[config.mk]
export PLATFORM = sky130hd
export DESIGN_NAME = pulse_skip_throttle
export DESIGN_NICKNAME = d
export VERILOG_FILES = /design/src/rtl/thr_pkg.sv /design/src/rtl/thr_depth_map.sv /design/src/rtl/thr_skip_accum.sv /design/src/rtl/pulse_skip_throttle.sv
export SDC_FILE = /design/constraint.sdc
export NUM_CORES = 1
export LEC_CHECK = 0
export ABC_CLOCK_PERIOD_IN_PS = 3800
export BUFFER_PORTS_ARGS = -buffer_cell sky130_fd_sc_hd__clkbuf_2
export CORE_MARGIN = 5
export CORE_UTILIZATION = 53
export CTS_CLUSTER_SIZE = 16
export DETAILED_ROUTE_END_ITERATION = 12
export HOLD_SLACK_MARGIN = 0.05
export PLACE_DENSITY = 0.76
export SLEW_MARGIN = 15
export SYNTH_ARGS = -nofsm -noshare
export SYNTH_HDL_FRONTEND = slang
export SYNTH_SLANG_ARGS = --single-unit
[constraint.sdc]
create_clock -name clk -period 3.8 [get_ports clk]
set_input_delay 0.19 -clock clk [delete_from_list [all_inputs] [get_ports clk]]
set_output_delay 0.19 -clock clk [all_outputs]
set_load 0.01 [all_outputs]
[src/rtl/thr_pkg.sv]
package thr_pkg;
    localparam int WINDOW  = 100;
    localparam int PCT_W   = 7;
    localparam int LVL_W   = 2;
    localparam int SUM_W   = PCT_W + 1;

    typedef logic [PCT_W-1:0] depth_t;

    typedef struct packed {
        logic [PCT_W-1:0] phase;
        logic [PCT_W-1:0] acc;
        depth_t           act;
        logic             en;
    } accum_state_t;
endpackage

[src/rtl/thr_depth_map.sv]
module thr_depth_map
    import thr_pkg::*;
#(
    parameter int LVL1_PCT = 50,
    parameter int LVL2_PCT = 75,
    parameter int LVL3_PCT = 85
) (
    input  logic [PCT_W-1:0] depth_pct,
    input  logic [LVL_W-1:0] level_code,
    input  logic             pct_mode,
    output depth_t           depth_sel
);
    localparam depth_t WIN_D = depth_t'(WINDOW);

    depth_t lvl_depth;
    depth_t pct_clamped;

    always_comb begin
        unique case (level_code)
            2'd0:    lvl_depth = '0;
            2'd1:    lvl_depth = depth_t'(LVL1_PCT);
            2'd2:    lvl_depth = depth_t'(LVL2_PCT);
            default: lvl_depth = depth_t'(LVL3_PCT);
        endcase
    end

    always_comb begin
        pct_clamped = (depth_pct > WIN_D) ? WIN_D : depth_pct;
        depth_sel   = pct_mode ? pct_clamped : lvl_depth;
    end
endmodule

[src/rtl/thr_skip_accum.sv]
module thr_skip_accum
    import thr_pkg::*;
(
    input  logic             clk,
    input  logic             rst_n,
    input  depth_t           depth_in,
    output logic             pulse_en,
    output logic [PCT_W-1:0] phase_o,
    output depth_t           act_o
);
    localparam logic [PCT_W-1:0] LAST_POS = (PCT_W)'(WINDOW - 1);
    localparam logic [SUM_W-1:0] WIN_S    = (SUM_W)'(WINDOW);

    accum_state_t st_q, st_d;
    depth_t           eff_depth;
    logic [SUM_W-1:0] sum;
    logic             skip;

    always_comb begin
        st_d      = st_q;
        eff_depth = (st_q.phase == '0) ? depth_in : st_q.act;
        sum       = {1'b0, st_q.acc} + {1'b0, eff_depth};
        skip      = (sum >= WIN_S);
        st_d.act  = eff_depth;
        st_d.acc  = skip ? (PCT_W)'(sum - WIN_S) : sum[PCT_W-1:0];
        st_d.phase = (st_q.phase == LAST_POS) ? '0 : st_q.phase + 1'b1;
        st_d.en   = ~skip;
    end

    always_ff @(posedge clk or negedge rst_n) begin
        if (!rst_n) begin
            st_q.phase <= '0;
            st_q.acc   <= '0;
            st_q.act   <= '0;
            st_q.en    <= 1'b1;
        end else begin
            st_q <= st_d;
        end
    end

    assign pulse_en = st_q.en;
    assign phase_o  = st_q.phase;
    assign act_o    = st_q.act;
endmodule

[src/rtl/pulse_skip_throttle.sv]
module pulse_skip_throttle
    import thr_pkg::*;
#(
    parameter int LVL1_PCT = 50,
    parameter int LVL2_PCT = 75,
    parameter int LVL3_PCT = 85
) (
    input  logic             clk,
    input  logic             rst_n,
    input  logic [PCT_W-1:0] depth_pct,
    input  logic [LVL_W-1:0] level_code,
    input  logic             pct_mode,
    output logic             pulse_en
);
    depth_t           depth_sel_w;
    logic [PCT_W-1:0] phase_w;
    depth_t           act_w;

    thr_depth_map #(
        .LVL1_PCT (LVL1_PCT),
        .LVL2_PCT (LVL2_PCT),
        .LVL3_PCT (LVL3_PCT)
    ) map_i (
        .depth_pct  (depth_pct),
        .level_code (level_code),
        .pct_mode   (pct_mode),
        .depth_sel  (depth_sel_w)
    );

    thr_skip_accum accum_i (
        .clk      (clk),
        .rst_n    (rst_n),
        .depth_in (depth_sel_w),
        .pulse_en (pulse_en),
        .phase_o  (phase_w),
        .act_o    (act_w)
    );
endmodule

* After elaboration in Yosys (flattened, before gate mapping)
Index checks and enable logic that the tools add are counted.
** Operators by class
- Magnitude comparators :: 2
- Reductions and logical operators :: 2
- Bitwise gates (word level) :: 1
- Add/subtract/negate cells :: 3
- Muxes and demuxes :: 6
- Equality and inequality tests :: 3
** Operators with widths (number)
- 7-bit 2-to-1 mux :: 5
- 7-bit one-hot mux with 3 select lines :: 1
- 7-bit by 7-bit adder with 8-bit output :: 1
- 8-bit by 7-bit greater-or-equal comparator with 1-bit output, second input constant :: 1
- 7-bit by 1-bit adder with 7-bit output, second input constant :: 1
- 7-bit == test, second input constant :: 1
- 7-bit > comparator, second input constant :: 1
- 7-bit zero test :: 1
- 7-bit subtractor, second input constant :: 1
- 2-bit by 1-bit == test with 1-bit output, second input constant :: 1
- 2-bit == test, second input constant :: 1
- 2-bit zero test :: 1
- 1-bit inverter :: 1
** Storage, ports and cells
- Register bits after elaboration :: 22
- Input port bits :: 12
- Word-level logic and storage cells :: 21

* Logic depth before layout (Yosys ltp)
- Depth after elaboration :: 7
- Gate-level depth with buffers :: 16

* Hierarchy
Synthesis repeated with hierarchy kept, for this count alone.
** Unflattened totals
- Cell total of the unflattened synthesis :: 163
- Area total of the unflattened synthesis :: 1629.1 sq um
** Modules (own cells, without submodules)
- thr_skip_accum :: seq. area each 551.8 sq um, area each 1453.9 sq um, cells an instance 136, instances 1
- thr_depth_map :: seq. area each 0.0 sq um, area each 175.2 sq um, cells an instance 27, instances 1

* Least setup slack after synthesis
Ideal clock, no wire load.
- Path kind :: reg2reg
- From :: register accum_i.st_q (netlist bit accum_i.phase_o[0])
- To :: register accum_i.st_q[13] in the netlist's numbering
- Stages on the path, launching flop included :: 16
- Slack :: 0.249 ns
- Period minus slack after synthesis :: 3.551 ns
- Arrival :: 3.417 ns
- Data required time :: 3.666 ns
- Path buffers :: 1
- Path through :: dfrtp_1 > inv_1 > ha_1 > nand4b_1 > clkbuf_1 > o21ai_0 > ha_1 > a211oi_1 > nor2_1 > xor2_1 > inv_1 > ha_1 > a21boi_0 > or4_1 > a211oi_2 > o32ai_1
** RTL lines
- start, declared :: RTL line thr_skip_accum.sv:14 : accum_state_t st_q, st_d;
- start signal, assigned :: RTL line thr_skip_accum.sv:37 : st_q <= st_d;

==> results.sh <==
export IMPL_status="finished clean"
export IMPL_worstPathRequired_ps=4000
export IMPL_htree_num_levels=1
export IMPL_grt_met1_usage_pct=21.4
export IMPL_setup_violations=0
export IMPL_fin_crit_sh_pct=92.8
export IMPL_rows=19
export IMPL_drt_iter0_markers=62
export IMPL_wl_per_cell_um=15.0
export IMPL_tns_ps=0
export IMPL_final_cell_mix="21 x dfrtp_1, 16 x nor2_1, 15 x nand2_1, 15 x ha_1, 12 x clkbuf_2"
export IMPL_maxCapViolCount=0
export IMPL_synth_edf_count=0
export IMPL_layout_commonest_cell="dfrtp_1"
export IMPL_hold_ws_ps=225
export IMPL_wl_um=3150
export IMPL_gp_congestion=0.883
export IMPL_cts_tree="yes"
export IMPL_clk_path_buf_depth=2
export IMPL_p_per_area_mw_per_mm2=809
export IMPL_fin_crit_ps=3530
export IMPL_portBuffers=12
export IMPL_synth_async_reset_ratio_pct=100
export IMPL_seq_power_share_pct=24.2
export IMPL_clock_sinks=22
export IMPL_clkTransAtPathRegs_ps=130
export IMPL_grt_ovfl_total=0
export IMPL_path_common_cell="ha_1"
export IMPL_relSlewSlack_pct=62.9
export IMPL_grt_pass1_wl_um=5440
export IMPL_core_area_mm2=0.00273
export IMPL_drc=0
export IMPL_synth_distinct_cells=42
export IMPL_yosys_warnings=0
export IMPL_grt_antenna_before_repair=0
export IMPL_clock_latency_ps=310
export IMPL_worstPathCellList="nor2_1 -> nand4b_1 -> nand2_1 -> o21ai_0 -> ha_1 -> fa_1 -> xor2_2 -> inv_1 -> ha_1 -> a21boi_0 -> nor4_2 -> o21ai_2 -> mux2_4"
export IMPL_firstDrtPassIters=4
export IMPL_rsz0062_at_grt="no"
export IMPL_met2_usage_pct=27.2
export IMPL_yosysTopAreaCell="dfrtp_1"
export IMPL_synth_seq_cells=22
export IMPL_grt_busiest_layer="met2"
export IMPL_crit_fanout=6
export IMPL_fillCellCount=236
export IMPL_ios=13
export IMPL_grt_usage_pct=16.6
export IMPL_via_count=1242
export IMPL_syn_area_mm2=0.00149
export IMPL_synth_seq_area_share_pct=37.0
export IMPL_setup_slack_ps=272
export IMPL_diodes=0
export IMPL_grt_pass1_vias=1242
export IMPL_finalPower_uw=1340
export IMPL_finClkSkew_ps=8.69
export IMPL_synth_top_area_share_pct=35.2
export IMPL_fmax_mhz=283
export IMPL_arrival_ps=3730
export IMPL_dieArea_mm2=0.00397
export IMPL_timing_hold_violations_final=0
export IMPL_via_per_inst=5.94
export IMPL_hpwlAfterDp_um=2450
export IMPL_ant_nets=0
export IMPL_dp_slack_ps=299
export IMPL_grt_start_max_net_pins=23
export IMPL_cp_end_kind="register"
export IMPL_die_w_um=63.0
export IMPL_cp_start_kind="register"
export IMPL_combPwrFrac_pct=66.1
export IMPL_syn_area_per_cell_um2=9.26
export IMPL_cpPeakStageDelay_ps=460
export IMPL_grtUsageMet3_pct=3.42
export IMPL_p_sw_share_pct=44.4
export IMPL_tightest_slew_ps=556
export IMPL_synth_area_leaders="dfrtp_1 35%, ha_1 13%, xnor2_1 5.3%"
export IMPL_cts_root_buf="clkbuf_4"
export IMPL_crit_slowest_cell="dfrtp_1"
export IMPL_synthToLayoutAreaGrowth_pct=11.2
export IMPL_peakVddDrop_mv=0.774
export IMPL_leakagePower_uw=0.000776
export IMPL_hp_class="in -> reg"
export IMPL_slew_violations=0
export IMPL_power_frac_clock_pct=9.7
export IMPL_switchingPower_uw=597
export IMPL_internal_power_uw=746
export IMPL_cts_buffers=3
export IMPL_path_class="reg -> reg"
export IMPL_place_area_mm2=0.00160
export IMPL_final_area_mm2=0.00166
export IMPL_initial_core_util_pct=54.6
export IMPL_die_h_um=63.0
export IMPL_synth_nets=189
export IMPL_synthCells=161
export IMPL_nNetsFinal=207
export IMPL_drive_above_1_share_pct=16.3
export IMPL_yosys_most_used_dff="dfrtp_1"
==> cells in the mapped netlist (all sizes together) (3+ instances only) <==
library cell,instances
xnor2,9
nor2,16
o21ai,14
nand3,5
inv,9
o31ai,3
a21oi,7
ha,15
nor2b,3
xor2,3
dfrtp,21
nor3,6
nor4,4
a211oi,3
nand2,15
==> worst paths after layout <==
path / depth (start not counted) / end / slack (ps) / start
min: 3 / accum_i.act_o[2]$_DFF_PN0_ / 230 / depth_pct[2]
min reg2reg: 1 / accum_i.phase_o[0]$_DFF_PN0_ / 500 / accum_i.phase_o[0]$_DFF_PN0_
max in group asynchronous: 2 / accum_i.st_q[11]$_DFF_PN0_ / 3040 / rst_n
max: 13 / accum_i.st_q[11]$_DFF_PN0_ / 270 / accum_i.phase_o[3]$_DFF_PN0_
min in group asynchronous: 2 / accum_i.st_q[14]$_DFF_PN0_ / 380 / rst_n
max reg2reg: 13 / accum_i.st_q[11]$_DFF_PN0_ / 270 / accum_i.phase_o[3]$_DFF_PN0_
==> layer usage <==
layer,vias to the layer above,routed length [um]
met5,-,0
met4,0,41
met3,6,133
met2,29,1450
met1,599,1520
li1,608,-
==> stage by stage <==
step,cells,utilization [%]
finish,209,60.7
global route,209,60.7
CTS,209,60.2
detailed placement,204,58.5
global placement,204,58.5
floorplan,161,-
==> timing repair <==
action / in CTS / in global routing
resized for setup: 0 / 4
hold buffers: 1 / 0
setup buffers: 0 / 0
endpoints found under the hold margin: 21 / 0
setup endpoints to repair: 0 / 3
==> sequential cells by signal, summed over array words and instances, names as in the netlist <==
name,count
accum_i.act_o,7
accum_i.pulse_en,1
accum_i.phase_o,7
accum_i.st_q,7
==> worst max-delay path, delay by kind of cell (launching register included) <==
family          cells  cell delay (ps)
compound gates      3              470
xor+xnor            1              280
fa+ha+maj           3              920
buf+inv             1               80
flops               1              460
mux                 1              320
simple gates        4              900
==> area by class of cell <==
cell class / count / area [um^2] / area share (%)
multi-input cells: 127 / 906 / 54.6
clock buffers: 4 / 36.3 / 2.19
well taps: 31 / 38.8 / 2.34
inverters: 9 / 33.8 / 2.04
flip-flops and latches: 22 / 552 / 33.3
repair buffers: 16 / 92.6 / 5.58
==> logic make-up (layout without fill, tap and decap cells) <==
group / after synthesis / in the layout / share of synthesized area [%]
AND/OR/NAND/NOR: 56 / 56 / 18.3
XOR/XNOR: 12 / 12 / 7.05
AO/OA/AOI/OAI: 40 / 40 / 18.3
adder cells (fa/ha/maj): 16 / 16 / 13.9
flip-flops: 22 / 22 / 37.0
multiplexers: 3 / 3 / 2.35
buffers and inverters: 12 / 29 / 3.10
==> power by group through the flow <==
stage / logic (uW) / registers, uW / clock network [uW]
floorplan: 667 / 322 / 0
global placement: 814 / 326 / 0
detailed placement: 852 / 328 / 0
CTS: 861 / 323 / 133
global route: 974 / 328 / 144
finish: 888 / 324 / 130
No activity file was read; power rests on OpenSTA's default activity.
